$ cat config.mk
export PLATFORM = sky130hd
export DESIGN_NAME = gpio_owner_mux
export DESIGN_NICKNAME = d
export VERILOG_FILES = /design/src/rtl/gpio_owner_mux.sv
export SDC_FILE = /design/constraint.sdc
export NUM_CORES = 1
export LEC_CHECK = 0
export BUFFER_PORTS_ARGS = -buffer_cell sky130_fd_sc_hd__buf_2
export CAP_MARGIN = 30
export CORE_MARGIN = 2
export CORE_UTILIZATION = 47
export DETAILED_ROUTE_END_ITERATION = 7
export GPL_TIMING_DRIVEN = 0
export HOLD_SLACK_MARGIN = 0.02
export PLACE_DENSITY = 0.75
export SLEW_MARGIN = 10
export SYNTH_ARGS = -nofsm -noshare
export SYNTH_HDL_FRONTEND = slang
export SYNTH_SLANG_ARGS = --single-unit
$ cat constraint.sdc
create_clock -name clk_i -period 5.16 [get_ports clk_i]
set_input_delay 1.032 -clock clk_i [delete_from_list [all_inputs] [get_ports clk_i]]
set_output_delay 1.032 -clock clk_i [all_outputs]
set_load 0.1 [all_outputs]
$ cat src/rtl/gpio_owner_mux.sv
module gpio_owner_mux #(
  parameter int PORTS  = 2,
  parameter int PORT_W = 12,
  localparam int N     = PORTS * PORT_W,
  localparam int IW    = $clog2(N)
) (
  input  logic             clk_i,
  input  logic             rst_ni,
  input  logic             reg_we_i,
  input  logic [1:0]       reg_sel_i,
  input  logic [N-1:0]     reg_val_i,
  input  logic [N-1:0]     reg_mask_i,
  input  logic             src_we_i,
  input  logic [IW-1:0]    src_pin_i,
  input  logic [2:0]       src_code_i,
  input  logic [1:0]       rd_sel_i,
  output logic [N-1:0]     rd_data_o,
  input  logic [4*N-1:0]   radio_auto_i,
  input  logic [2*N-1:0]   spi_oe_i,
  input  logic [2*N-1:0]   spi_do_i,
  input  logic [N-1:0]     cpu_oe_i,
  input  logic [N-1:0]     cpu_do_i,
  input  logic [N-1:0]     usr_oe_i,
  input  logic [N-1:0]     usr_do_i,
  input  logic [N-1:0]     pin_di_i,
  output logic [N-1:0]     pin_oe_o,
  output logic [N-1:0]     pin_do_o
);

  logic [N-1:0]        mode_q, dir_q, out_q, sync1_q, sync2_q;
  logic [N-1:0][2:0]   src_q;

  function automatic logic [N-1:0] merge(logic [N-1:0] cur, logic [N-1:0] val,
                                         logic [N-1:0] msk);
    return (cur & ~msk) | (val & msk);
  endfunction

  always_ff @(posedge clk_i) begin
    if (!rst_ni) begin
      mode_q  <= '0;
      dir_q   <= '0;
      out_q   <= '0;
      src_q   <= '0;
      sync1_q <= '0;
      sync2_q <= '0;
    end else begin
      sync1_q <= pin_di_i;
      sync2_q <= sync1_q;
      if (reg_we_i) begin
        case (reg_sel_i)
          2'd0: mode_q <= merge(mode_q, reg_val_i, reg_mask_i);
          2'd1: dir_q  <= merge(dir_q,  reg_val_i, reg_mask_i);
          2'd2: out_q  <= merge(out_q,  reg_val_i, reg_mask_i);
          default: ;
        endcase
      end
      if (src_we_i && (int'(src_pin_i) < N))
        src_q[src_pin_i] <= src_code_i;
    end
  end

  always_comb begin
    case (rd_sel_i)
      2'd0:    rd_data_o = mode_q;
      2'd1:    rd_data_o = dir_q;
      2'd2:    rd_data_o = out_q;
      default: rd_data_o = sync2_q;
    endcase
  end

  for (genvar p = 0; p < N; p++) begin : g_pin
    logic [2:0] code;
    assign code = src_q[p];
    always_comb begin
      case (code)
        3'd4, 3'd5: begin
          pin_oe_o[p] = spi_oe_i[int'(code[0]) * N + p];
          pin_do_o[p] = spi_do_i[int'(code[0]) * N + p];
        end
        3'd6: begin
          pin_oe_o[p] = cpu_oe_i[p];
          pin_do_o[p] = cpu_do_i[p];
        end
        3'd7: begin
          pin_oe_o[p] = usr_oe_i[p];
          pin_do_o[p] = usr_do_i[p];
        end
        default: begin
          pin_oe_o[p] = dir_q[p];
          pin_do_o[p] = mode_q[p] ? radio_auto_i[int'(code[1:0]) * N + p] : out_q[p];
        end
      endcase
    end
  end

  logic [1:0] age_q;
  always_ff @(posedge clk_i) begin
    if (!rst_ni)            age_q <= '0;
    else if (age_q != 2'd3) age_q <= age_q + 2'd1;
  end

  a_r1_reset_quiet: assert property (@(posedge clk_i) disable iff (!rst_ni)
    $rose(rst_ni) |-> (pin_oe_o == '0 && pin_do_o == '0));

  a_r2_mask_keep: assert property (@(posedge clk_i) disable iff (!rst_ni)
    (reg_we_i && reg_sel_i == 2'd1) |=>
      (((dir_q ^ $past(dir_q)) & ~$past(reg_mask_i)) == '0));

  a_r2_mask_set: assert property (@(posedge clk_i) disable iff (!rst_ni)
    (reg_we_i && reg_sel_i == 2'd2) |=>
      ((out_q & $past(reg_mask_i)) == ($past(reg_val_i) & $past(reg_mask_i))));

  a_r8_sync_two: assert property (@(posedge clk_i) disable iff (!rst_ni)
    (age_q == 2'd3) |-> (sync2_q == $past(pin_di_i, 2)));

  a_r9_src_range: assert property (@(posedge clk_i) disable iff (!rst_ni)
    (src_we_i && int'(src_pin_i) >= N) |=> $stable(src_q));

  a_r10_reserved_ignored: assert property (@(posedge clk_i) disable iff (!rst_ni)
    (reg_we_i && reg_sel_i == 2'd3 && !src_we_i) |=>
      ($stable(mode_q) && $stable(dir_q) && $stable(out_q)));

endmodule

**Word level (Yosys, flattened, before mapping)**

Index checks and enable logic that the tools add are counted.
W data, S select, Z words.

- Word-level logic and storage cells: 605
- Input bits: 376
- Bits in registers: 192
- Output and inout bits: 72

- Eq/ne operators: 100
- Multiply operators: 48
- Bitwise logic cells: 8
- Multiplexer cells: 292
- $lt $le $gt $ge: 51
- Add/sub/neg operators: 46
- Reductions and logical operators: 31

Operators by type and width:

| kind | number |
|---|---|
| $eq A3 B3 Y1 const B | 96 |
| $bmux W1 S6 | 46 |
| $lt A8 B8 Y1 const B | 23 |
| $mux W1 | 168 |
| $bmux W1 S7 | 23 |
| $lt A7 B7 Y1 const B | 23 |
| $pmux W1 S3 | 48 |
| $and A24 B24 Y24 | 4 |
| $mul A2 B2 Y4 const B | 24 |
| $bwmux W72 | 1 |
| $mul A1 B2 Y3 const B | 24 |
| $or A24 B24 Y24 | 3 |
| $pmux W24 S3 | 1 |
| $add A7 B4 Y8 const B | 8 |
| $add A7 B5 Y8 const B | 8 |
| $add A6 B4 Y7 const B | 8 |
| $add A6 B5 Y7 const B | 8 |
| $reduce_or A2 Y1 | 24 |
| $add A7 B3 Y8 const B | 4 |
| $add A6 B3 Y7 const B | 4 |
| $not A24 Y24 | 1 |
| $add A7 B2 Y8 const B | 2 |
| $demux W3 S5 | 1 |
| $add A6 B2 Y7 const B | 2 |
| other kinds (15) | 22 |

**Depth between registers and ports, before layout**

- Depth in word-level cells: 7
- Mapped depth: 7

**Least setup slack after synthesis**

OpenSTA, ideal clock, no wires.

- Path type: register to output
- Start point: reg src_q (netlist bit g_pin[8].code[0])
- End point: out pin_do_o[8]
- Slack: 0.564 ns
- Data arrival time: 3.564 ns
- Stages on the path, launching flop included: 7
- Path buffers: 1
- Cell sequence: dfxtp_1 > clkbuf_1 > inv_1 > ha_1 > o41ai_1 > o21ai_0 > o21ai_0

- Word-level cells in the longest chain between the ends: 7
- Elaborated cells between the ends (all ways): 17
- Classes of those cells: 2 x add/sub; 2 x mul; 4 x eq/ne; 8 x mux; 1 x reduce/logical

Ends and longest elaborated chain:

| item | line | source |
|---|---|---|
| start: declaration | 31 | `logic [N-1:0][2:0] src_q;` |
| start signal: indexed assignment | 58 | `src_q[src_pin_i] <= src_code_i;` |
| $mul A2 B2 Y4 | 90 | `pin_do_o[p] = mode_q[p] ? radio_auto_i[int'(code[1:0]) * N + p] : out_q[p];` |
| $add A7 B4 Y8 | 90 |  |
| $bmux W1 S7 | 90 |  |
| $mux W1 (not written as such) (2 in a row) | 90 |  |
| $mux W1 | 90 |  |
| $pmux W1 S3 (*) | 75 | `case (code)` |
| end: declaration | 27 | `output logic [N-1:0] pin_do_o` |

Mark *: on every way between the ends. The rest lies on a longest branch, timed or not. The select of a mux whose other input is x is not followed.

**Worst setup path after layout**

- Start point: reg src_q (netlist bit g_pin[17].code[0])
- End point: out pin_do_o[17]

- Word-level cells in the longest chain between the ends: 7
- Elaborated cells between the ends (all ways): 17
- Classes of those cells: 2 x add/sub; 2 x mul; 4 x eq/ne; 8 x mux; 1 x reduce/logical

Ends and longest elaborated chain:

| item | line |
|---|---|
| $mul A2 B2 Y4 | 90 |
| $add A7 B5 Y8 | 90 |
| $bmux W1 S7 | 90 |
| $mux W1 (not written as such) (2 in a row) | 90 |
| $mux W1 | 90 |
| $pmux W1 S3 (*) | 75 |

Marks and branches as above.

==> flow_summary.toml <==
[die]
io_pins = 448
placementRows = 62
die_w_um = 174
die_area_um2 = 30200
core-area_um2 = 28500
initial_core_util = 0.475
die_h_um = 174

[power]
seqPwrFrac = 0.420
clkPwrFrac = 0.394
leakage_nw = 7.14
power_mw = 3.66
switching_power_mw = 1.05
pwr-share-comb = 0.186
p_per_area_nw_per_um2 = 216
cellInternalPower_mw = 2.60
vdd_drop_max_uv = 178
p_sw_frac = 0.288

[cells_and_area]
regArea_um2 = 3840
fin_util = 0.593
areaGrowthSynthToFinish_pct = 24.9
fillCellCount = 2531
fin_nets = 2397
drive_above_1_share = 0.307
layout.cells.non_filler = 2307
multi_input_area_um2 = 9110
stdcell_area_um2 = 16900

[setup_path]
critPathLaunchType = "flop"
rr_worst_depth = 3
crit_arrival_ns = 3.08
rrSetupSlack_ns = 4.06
reg2reg_from = "g_pin[11].code[0]"
crit_fanout = 8
endpoint_kind = "output pin"
r2r_end = "g_pin[11].code[0]"
required_ns = 4.13
path_class = "flop to output pin"

[sta]
setup_viol = 0
finClkSkew_ns = 0.00740
totalNegativeSetupSlack_ns = 0
fmax_mhz = 243
final.min_clock_period_ns = 4.11
maxSlewViolCount = 0
fin_hold_ws_ns = 0.430
slew_headroom = 0.293
fin_crit_sh = 0.797
hold_viol_final = 0
grt_setup_unrepaired = "false"
setup_ws_ns = 1.05
worst_pin_slew_ns = 1.06

[logic_synthesis]
synth_ff_type = "dfxtp_1"
synth_cell_types = 42
postSynthAreaPerCell_um2 = 9.43
ys_seq_area_frac = 0.283
synth-edff-count = 0
synth_top_area_share = 0.283
yosysTopAreaCell = "dfxtp_1"
synth_warnings = 0
synth_fp_nets = 1932
syn_inst = 1438
ys_top_cells_by_area = "dfxtp_1 (28%), mux4_2 (12%), ha_1 (11%)"
synth_seq_cells = 192
synth_area_um2 = 13600
ys_async_sr_fraction = 0

[global_routing]
grt_pass1_vias = 13100
grt_start_max_net_pins = 17
grt_pass1_wl_um = 75100
overflow = 0
grt_util_all_layers = 0.326
antenna_found_initial = 9

[clock_network]
hold_buffers = 0
cts_root_buf = "clkbuf_16"
numCtsBuffers = 17
cts_sinks = 192
clk_latency_ns = 0.44
cts_buffer_depth = 2
ctsHtreeMaxLevel = 4
cts_tree = "done"
cts_resized = 0
clk_pin_slew_ns = 0.07
cts_setup_buffers = 0

[placed_design]
post-place-cells = 2267
place_area_um2 = 16300
gp_congestion = 0.904
pre_cts_ws_ns = 0.970
port_buffers = 444
dp_hpwl_um = 39200

[routing]
drt-vias-per-instance = 5.86
wl_per_cell_um = 22.1
wl_um = 51000
first_iter_violations = 1042
drt-met1-wl_um = 20500
detail-route-antenna-nets = 0
num_vias = 13500
route.detailed.drc = 0
wl_met3_um = 3980
highest_layer = "met5"
wl_met2_um = 25100
drtPass1Iterations = 6

[hold_path]
hold_end = "sync2_q[23]"
worst_hold_path_type = "flop to flop"
hold_path.startpoint = "sync1_q[23]"
min_delay_path_depth = 1

[job]
cap_violations = 0

[status]
outcome = "finished, final reports clean"
-- worst max path at each step --
stage,slack (ns),end,cells past startpoint,startpoint
after floorplan,0.56,pin_do_o[8],6,g_pin[8].code[0]
after global placement,1.04,rd_data_o[5],4,rd_sel_i[1]
after detailed placement,0.97,rd_data_o[5],4,rd_sel_i[1]
after CTS,0.97,rd_data_o[5],4,rd_sel_i[1]
after global routing,0.85,pin_do_o[23],8,g_pin[23].code[0]
final,1.05,pin_do_o[17],8,g_pin[17].code[0]
-- cells by family after synthesis --
logic type / after synthesis / synth area share
AOI/OAI and AO/OA: 307 / 0.159
and+or+nand+nor: 446 / 0.172
muxes: 221 / 0.231
buffers and inverters: 154 / 0.0450
DFF: 192 / 0.283
adders and majority gates: 118 / 0.109
-- power groups by stage --
stage | sequential, mW | combinational, mW | clock [mW]
CTS | 1.53 | 0.674 | 1.45
detailed placement | 1.57 | 0.672 | 0
floorplan | 1.56 | 0.371 | 0
global route | 1.54 | 0.717 | 1.51
finish | 1.54 | 0.681 | 1.44
global placement | 1.57 | 0.661 | 0
-- layout make-up --
| type | count | area share |
|---|---|---|
| diodes | 8 | 0.00118 |
| multi-input cells | 1092 | 0.538 |
| clock inverters | 11 | 0.0103 |
| repair buffers | 446 | 0.132 |
| well taps | 384 | 0.0284 |
| clock buffers | 20 | 0.0270 |
| inverters | 76 | 0.0168 |
| flip-flops and latches | 192 | 0.227 |
| plain buffers | 78 | 0.0192 |
-- Yosys cell counts (2+ instances only) --
cell type / count
a21boi_0: 66
a21oi_1: 15
a221o_1: 6
a22o_1: 23
a22oi_1: 47
a311o_1: 7
a31oi_1: 14
and2_1: 48
and3b_1: 4
and4b_1: 2
and4bb_2: 6
buf_1: 5
buf_2: 23
clkbuf_1: 49
dfxtp_1: 192
ha_1: 118
inv_1: 76
mux2_2: 8
mux2i_1: 140
mux4_2: 73
nand2_1: 150
nand2b_1: 2
nand3_1: 68
nand4_1: 6
nand4b_1: 18
nor2_1: 43
nor2b_1: 80
nor3b_1: 11
nor4_1: 6
o2111ai_1: 2
o21ai_0: 77
o21bai_1: 7
o221ai_1: 7
o31ai_1: 9
o41ai_1: 23
-- layout by cell type (no fill, tap or decap), drive strengths merged, types with 23 or more instances in the layout --
master	netlist	layout
buf	29	475
dfxtp	192	192
nand2	150	150
mux2i	140	140
ha	118	118
nor2b	80	80
inv	76	79
o21ai	77	77
mux4	73	73
clkbuf	49	69
nand3	68	68
a21boi	67	67
and2	48	48
a22oi	47	47
nor2	43	43
o41ai	23	23
a22o	23	23
-- metal layers --
layer,up-vias,GRT usage
met3,98,0.0559
li1,6205,-
met5,-,0
met4,6,0.0970
met1,6512,0.405
met2,691,0.579
-- critical path: stages, from the launching register on --
cell and delay, ns:
dfxtp_1 0.43, buf_2 0.30, inv_1 0.10, ha_1 0.26
o41ai_1 0.42, o21ai_0 0.21, o21bai_1 0.20, o221ai_1 0.23
buf_2 0.49
Note: power is estimated with default switching activity, not from simulation.
